--- src/rtl/cos_carrier_pkg.sv ---
// Package: cos_carrier_pkg
// Elaboration-time helpers for the cosine carrier generator.
// Assumes the caller passes a word width of 2..31 and a positive entry count.
package cos_carrier_pkg;

    localparam real PI_R = 3.14159265358979323846;

    // Offset-binary cosine code for entry k of an n-entry table, w bits wide.
    function automatic int unsigned cos_code(input int k, input int n, input int w);
        real ang;
        real x2;
        real term;
        real sum;
        real scale;
        real v;
        ang = (2.0 * PI_R * k) / n;
        if (ang > PI_R) ang = ang - 2.0 * PI_R;
        x2   = ang * ang;
        term = 1.0;
        sum  = 1.0;
        for (int i = 1; i <= 20; i++) begin
            term = -term * x2 / ((2.0 * i - 1.0) * (2.0 * i));
            sum  = sum + term;
        end
        scale = ((2.0 ** w) - 1.0) / 2.0;
        v = scale * (1.0 + sum) + 0.5;
        if (v < 0.0) v = 0.0;
        if (v > 2.0 * scale) v = 2.0 * scale;
        return $rtoi(v);
    endfunction

endpackage

--- src/rtl/cos_table_rom.sv ---
// Module: cos_table_rom
// Constant cosine table, filled from cos_code at elaboration, read
// combinationally. Assumes addr_i is always below ENTRIES.
module cos_table_rom #(
    parameter int ENTRIES = 19,
    parameter int WIDTH   = 16,
    parameter int AW      = 5
) (
    input  logic [AW-1:0]    addr_i,
    output logic [WIDTH-1:0] data_o
);
    import cos_carrier_pkg::*;

    logic [WIDTH-1:0] tbl [ENTRIES];

    // One constant word per entry.
    for (genvar k = 0; k < ENTRIES; k++) begin : g_ent
        localparam int unsigned CODE = cos_code(k, ENTRIES, WIDTH);
        assign tbl[k] = CODE[WIDTH-1:0];
    end

    // Combinational read of the addressed entry.
    always_comb begin
        data_o = tbl[addr_i];
    end

endmodule

--- src/rtl/cos_step_ctrl.sv ---
// Module: cos_step_ctrl
// Hold counter and table address counter. The address steps once every
// HOLD enabled clocks and wraps after ENTRIES-1. load_o marks the enabled
// clock in which the current address starts its hold.
// Assumes ENTRIES >= 2 and HOLD >= 1; synchronous active-low reset.
module cos_step_ctrl #(
    parameter int ENTRIES = 19,
    parameter int HOLD    = 7,
    parameter int AW      = 5
) (
    input  logic          clk,
    input  logic          rst_n,
    input  logic          en,
    output logic          load_o,
    output logic [AW-1:0] addr_o
);
    localparam int HW = (HOLD > 1) ? $clog2(HOLD) : 1;
    localparam logic [HW-1:0] HOLD_LAST = HW'(HOLD - 1);
    localparam logic [AW-1:0] ADDR_LAST = AW'(ENTRIES - 1);

    logic [HW-1:0] hold_q;
    logic [AW-1:0] addr_q;

    // Advance hold count; on its last clock step the address with wrap.
    always_ff @(posedge clk) begin
        if (!rst_n) begin
            hold_q <= '0;
            addr_q <= '0;
        end else if (en) begin
            if (hold_q == HOLD_LAST) begin
                hold_q <= '0;
                addr_q <= (addr_q == ADDR_LAST) ? '0 : addr_q + 1'b1;
            end else begin
                hold_q <= hold_q + 1'b1;
            end
        end
    end

    // A new entry is taken on the first enabled clock of its hold.
    always_comb begin
        load_o = en && (hold_q == '0);
        addr_o = addr_q;
    end


    addr_in_range_chk: assert property (@(posedge clk) disable iff (!rst_n)
        32'(addr_q) < ENTRIES);


    wrap_to_zero_chk: assert property (@(posedge clk) disable iff (!rst_n)
        (en && hold_q == HOLD_LAST && addr_q == ADDR_LAST) |=> (addr_q == '0));


    phase_frozen_chk: assert property (@(posedge clk) disable iff (!rst_n)
        !en |=> ($stable(addr_q) && $stable(hold_q)));


    addr_step_chk: assert property (@(posedge clk) disable iff (!rst_n)
        (en && hold_q == HOLD_LAST && addr_q != ADDR_LAST) |=> (addr_q == $past(addr_q) + 1'b1));

    if (HOLD > 1) begin : g_multi

        single_load_chk: assert property (@(posedge clk) disable iff (!rst_n)
            load_o |=> !load_o);
    end

endmodule

--- src/rtl/cos_carrier_gen.sv ---
// Module: cos_carrier_gen
// Top of the cosine carrier generator: step control, constant table and
// the registered sample output with its new-entry strobe.
// Assumes a free-running clock; rst_n is synchronous and active low.
module cos_carrier_gen #(
    parameter int ENTRIES = 19,
    parameter int HOLD    = 7,
    parameter int WIDTH   = 16
) (
    input  logic             clk,
    input  logic             rst_n,
    input  logic             en,
    output logic [WIDTH-1:0] sample_o,
    output logic             sample_vld_o
);
    localparam int AW = (ENTRIES > 1) ? $clog2(ENTRIES) : 1;

    logic             load;
    logic [AW-1:0]    addr;
    logic [WIDTH-1:0] rom_data;

    cos_step_ctrl #(
        .ENTRIES (ENTRIES),
        .HOLD    (HOLD),
        .AW      (AW)
    ) ctrl_i (
        .clk    (clk),
        .rst_n  (rst_n),
        .en     (en),
        .load_o (load),
        .addr_o (addr)
    );

    cos_table_rom #(
        .ENTRIES (ENTRIES),
        .WIDTH   (WIDTH),
        .AW      (AW)
    ) rom_i (
        .addr_i (addr),
        .data_o (rom_data)
    );

    // Register the table word on a load and raise the strobe for one cycle.
    always_ff @(posedge clk) begin
        if (!rst_n) begin
            sample_o     <= '0;
            sample_vld_o <= 1'b0;
        end else begin
            sample_vld_o <= load;
            if (load) sample_o <= rom_data;
        end
    end


    idle_quiet_chk: assert property (@(posedge clk) disable iff (!rst_n)
        !en |=> (!sample_vld_o && $stable(sample_o)));


    strobe_needs_en_chk: assert property (@(posedge clk) disable iff (!rst_n)
        sample_vld_o |-> $past(en));


    held_without_strobe_chk: assert property (@(posedge clk) disable iff (!rst_n)
        (!sample_vld_o && $past(rst_n)) |-> $stable(sample_o));

endmodule

--- config.mk ---
export PLATFORM = sky130hd
export DESIGN_NAME = cos_carrier_gen
export DESIGN_NICKNAME = d
export VERILOG_FILES = /design/src/rtl/cos_carrier_pkg.sv /design/src/rtl/cos_table_rom.sv /design/src/rtl/cos_step_ctrl.sv /design/src/rtl/cos_carrier_gen.sv
export SDC_FILE = /design/constraint.sdc
export NUM_CORES = 1
export LEC_CHECK = 0
export BUFFER_PORTS_ARGS = -buffer_cell sky130_fd_sc_hd__buf_2
export CAP_MARGIN = 20
export CORE_ASPECT_RATIO = 0.5
export CORE_MARGIN = 8
export CORE_UTILIZATION = 52
export CTS_CLUSTER_DIAMETER = 50
export DETAILED_ROUTE_END_ITERATION = 7
export GPL_TIMING_DRIVEN = 0
export PLACE_DENSITY = 0.75
export SYNTH_ARGS = -nofsm -noshare
export SYNTH_HDL_FRONTEND = slang
export SYNTH_HIERARCHICAL = 1
export SYNTH_SLANG_ARGS = --single-unit
--- constraint.sdc ---
create_clock -name clk -period 1.7 [get_ports clk]
set_clock_uncertainty 0.05 [all_clocks]
set_input_delay 0.085 -clock clk [delete_from_list [all_inputs] [get_ports clk]]
set_output_delay 0.085 -clock clk [all_outputs]
set_load 0.05 [all_outputs]
-- After elaboration in Yosys (flattened, before gate mapping)
Memories as Yosys holds them, arrays and structs flattened. A register that Yosys moved wholly into a read port is not among the register bits.
Index checks and enable logic that the tools add are counted.
- logic and storage cells: 15
- flip-flop bits (word level): 9
- memories: 1
- ROM bits: 512
- bits of input ports: 3
- equality and inequality tests: 2
- $add $sub $neg: 2
- muxes and demuxes: 2
- reduce and logical (&&, ||, !) cells: 4
- bitwise logic cells: 1
- memories (memory ; depth ; width ; read ports ; clocked after memory_dff ; write ports ; line ; text):
    (no name shown) ; 32 ; 16 ; 1 ; 1 ; 0 ; cos_table_rom.sv:24 ; data_o = tbl[addr_i];
- operators by type and width (kind ; number):
    5-bit NOT with 6-bit output ; 1
    5-bit by 1-bit adder with 5-bit output, second input constant ; 1
    5-bit == test, second input constant ; 1
    5-bit 2-to-1 mux ; 1
    3-bit by 1-bit adder with 3-bit output, second input constant ; 1
    3-bit == test, second input constant ; 1
    3-bit zero test ; 1
    3-bit 2-to-1 mux ; 1
    2-bit AND reduction ; 1
    1-bit logical AND ; 1
    1-bit zero test ; 1

-- Logic depth before layout (Yosys ltp)
- depth in word-level cells: 2
- gate-level depth with buffers: 7
- mapped depth without buffers: 7

-- Modules after synthesis
The synthesis kept the hierarchy.
- by module, submodules not included (module ; sequential area each (um2) ; times used ; cells each ; area each (um2)):
    cos_carrier_gen ; 340.3 ; 1 ; 53 ; 643.1
    cos_table_rom ; 0.0 ; 1 ; 79 ; 556.8
    cos_step_ctrl ; 160.2 ; 1 ; 45 ; 427.9

-- Worst setup path after synthesis
OpenSTA, ideal clock, no wires.
- path type: register -> register
- start point: register ctrl_i.addr_q[1], in the netlist ctrl_i/addr_o[1]
- end point: register sample_o[4]
- stages on the path, launching flop included: 8
- clock period less this slack: 1.881 ns
- arrival: 1.766 ns
- path slack: -0.181 ns
- data required time: 1.584 ns
- cells stage by stage: dfxtp_1 inv_1 ha_1 nor2b_1 a21oi_1 a221oi_1 mux2i_1 nor2b_1
- word-level cells in the longest chain between the ends: 1
- ends and longest elaborated chain (element ; line ; text):
    start: declaration ; cos_step_ctrl.sv:22 ; logic [AW-1:0] addr_q;
    start signal: assignment ; cos_step_ctrl.sv:32 ; addr_q <= (addr_q == ADDR_LAST) ? '0 : addr_q + 1'b1;
    5-bit NOT with 6-bit output (implied by the code) ; cos_table_rom.sv:24 ;
    end: declaration ; cos_carrier_gen.sv:13 ; output logic [WIDTH-1:0] sample_o,
Every way passes these cells.
A chain may end at the register's enable or synchronous reset.

-- Worst setup path in the final report
- start point: register ctrl_i.addr_q[1], in the netlist ctrl_i/addr_o[1]
- end point: register sample_o[7]
Same word-level chain as after synthesis.

==> flow_summary.json <==
{
  "root_buffer": "clkbuf_8",
  "maxSlewViolCount": 0,
  "cp_cell_sequence": "clkinvlp_4, ha_2, nor2b_1, a211oi_1, a211oi_2, mux2i_1, nor2b_1",
  "io_buffers": 18,
  "ir_drop_uv": 414,
  "start_kind": "flip-flop",
  "crit_top_cell": "nor2b_1",
  "setup_tns_ns": 0,
  "hold_viol": 0,
  "cts_tree": "built",
  "die_w_um": 95.1,
  "dp_cells": 235,
  "max_freq_mhz": 604,
  "grt_max_degree": 17,
  "startpoint": "ctrl_i/addr_o[1]",
  "worst_pin_slew_ns": 0.398,
  "timing.slew.headroom_pct": 73.5,
  "insertion_delay_ns": 0.27,
  "ios": 20,
  "avgSynthCellArea_sq_um": 9.20,
  "total_power_mw": 1.29,
  "core_sq_um": 3000,
  "drc": 0,
  "post-place-ws_ns": -0.291,
  "power_leakage_nw": 0.800,
  "grt_pass1_wl_um": 6180,
  "crit_arrival_ns": 1.78,
  "synthTopCellsByArea": "dfxtp_1 (31%), mux2i_1 (12%), nor2b_1 (8.1%), ha_1 (7.7%), nand2_1 (3.2%)",
  "synth_compound_area_share_pct": 17.1,
  "syn_inst": 177,
  "antenna_found_initial": 0,
  "cts.sinks": 25,
  "min_path_type": "input pin to flip-flop",
  "fin_util_pct": 64.9,
  "synth.top_cell.area_share_pct": 30.7,
  "synth-async-reset-ratio_pct": 0,
  "yosysMostFrequentCell": "dfxtp_1",
  "final_area_sq_um": 1940,
  "status": "finished clean",
  "wl_per_cell_um": 14.6,
  "vias": 1344,
  "postCtsHoldBufs": 0,
  "netlist_area_sq_um": 1630,
  "yosys-mux-area-fraction_pct": 12.3,
  "dp_hpwl_um": 2470,
  "timing.rr.start": "ctrl_i/addr_o[1]",
  "start_util_pct": 54.3,
  "cts_htree_levels": 1,
  "synth.top_cells.by_count": "dfxtp_1 (25), nor2b_1 (21), mux2i_1 (20)",
  "layout.nets": 220,
  "ys_seq_area_share_pct": 30.7,
  "die_h_um": 55.6,
  "synth_warnings": 6,
  "initialDrtViolationCount": 106,
  "worst_setup_path_end_kind": "flip-flop",
  "slowest_delay_ns": 0.38,
  "setup_viol": 0,
  "grt_setup_unrepaired": "yes",
  "critPathSlowestCell": "dfxtp_4",
  "syn-num-nets": 190,
  "required_ns": 1.82,
  "min_from": "en",
  "synth_adder_area_share_pct": 7.69,
  "drt_first_pass_iters": 4,
  "cts.path.max_buffers": 2,
  "grt_overflow_total": 0,
  "synthSimpleGateAreaFrac_pct": 25.2,
  "place_congestion": 0.904,
  "synth_edf_count": 0,
  "fp-row-count": 14,
  "antenna_cells": 0,
  "ant_nets": 0,
  "grt_pass1_vias": 1316,
  "setup_slack_ns": 0.0437,
  "period_share_pct": 97.4,
  "criticalPathCategory": "flip-flop to flip-flop",
  "place_area_sq_um": 1770,
  "cts_inserted_buffers": 3,
  "fp.dieArea_sq_um": 5290,
  "area_growth_pct": 19.4,
  "ys.flop_type": "dfxtp_1",
  "yosysUniqueCellTypes": 48,
  "synth-seq-cells": 25,
  "wl_um": 3590,
  "track_usage_pct": 14.3,
  "fin_crit_ns": 1.66,
  "max_cap_viol_count": 0,
  "whs_ns": 0.110,
  "routed_via_density": 5.46,
  "synth.largest_area_cell": "dfxtp_1",
  "fin_cells": 246,
  "p_per_area_nw_per_um2": 663,
  "synth_top_family_by_area": "simple AND/OR/NAND/NOR gates",
  "path_clk_slew_ns": 0.09,
  "drive_gt1_share_pct": 29.6,
  "synth_xor_area_share_pct": 0,
  "critPathMaxFanout": 5
}
-- sequential cells by signal (all words and copies together), names as in the netlist --
register and flops:
ctrl_i/addr_o 5, ctrl_i/hold_q 3, sample_vld_o 1, sample_o 16
-- report_power, final --
group | switching (mW) | internal, mW | total, mW
Combinational | 0.195 | 0.0915 | 0.287
Clock | 0.193 | 0.164 | 0.357
Sequential | 0.0230 | 0.623 | 0.646
-- what timing repair did --
action	4_1_cts	5_1_grt
pin swaps	2	4
endpoints found under the setup margin	8	8
setup buffers	4	3
gates resized for setup	5	11
-- final timing paths --
path	endpoint	slack [ns]	depth (start not counted)
setup / recovery	sample_o[7]	0.04	7
hold / removal	ctrl_i/hold_q[0]	0.11	3
setup reg to reg	sample_o[7]	0.04	7
hold reg to reg	sample_o[5]	0.47	2
-- area by class of cell --
class                      instances  area [sq um]
multi-input combinational        135          1070
fill                             256          1050
sequential                        25           508
timing repair buffer              25           150
buffer                            10          87.6
tap                               40          50.0
clock buffer                       3          41.3
inverter                           7          30.0
clock inverter                     1          5.00
-- cell usage in the layout, fill, tap and decap left out, drive strengths merged, types with 2 or more instances in the layout --
cell    count
nor3        2
or3         2
inv         6
mux2i      20
a21oi       4
o311a       2
dfxtp      25
nand4b      2
a21boi      7
nand3       7
nand2      14
nand3b      2
o21ai       8
o211ai      2
a211oi      4
and2        3
buf        34
nand2b      5
clkbuf      4
ha         10
nor3b       2
nor2b      22
nor2        4
-- critical path: cells and delay by family (launching register included) --
family,cells,cell delay [ns]
DFF,1,0.38
muxes,1,0.16
AOI/OAI and AO/OA,2,0.38
adders and majority gates,1,0.24
buffers and inverters,1,0.15
and+or+nand+nor,2,0.20
-- cells by family (layout without fill, tap and decap cells) --
| logic type | after synthesis | after routing |
|---|---|---|
| compound gates | 37 | 37 |
| simple gates | 68 | 68 |
| mux | 20 | 20 |
| flops | 25 | 25 |
| buf+inv | 17 | 46 |
| fa+ha+maj | 10 | 10 |
-- metal layers --
layer | track usage [%] | routed length, um
met1 | 18.7 | 1700
met2 | 21.8 | 1600
met3 | 3.23 | 228
met4 | 5.73 | 53
met5 | 0 | 0
Power figures use the tool's default switching activity.
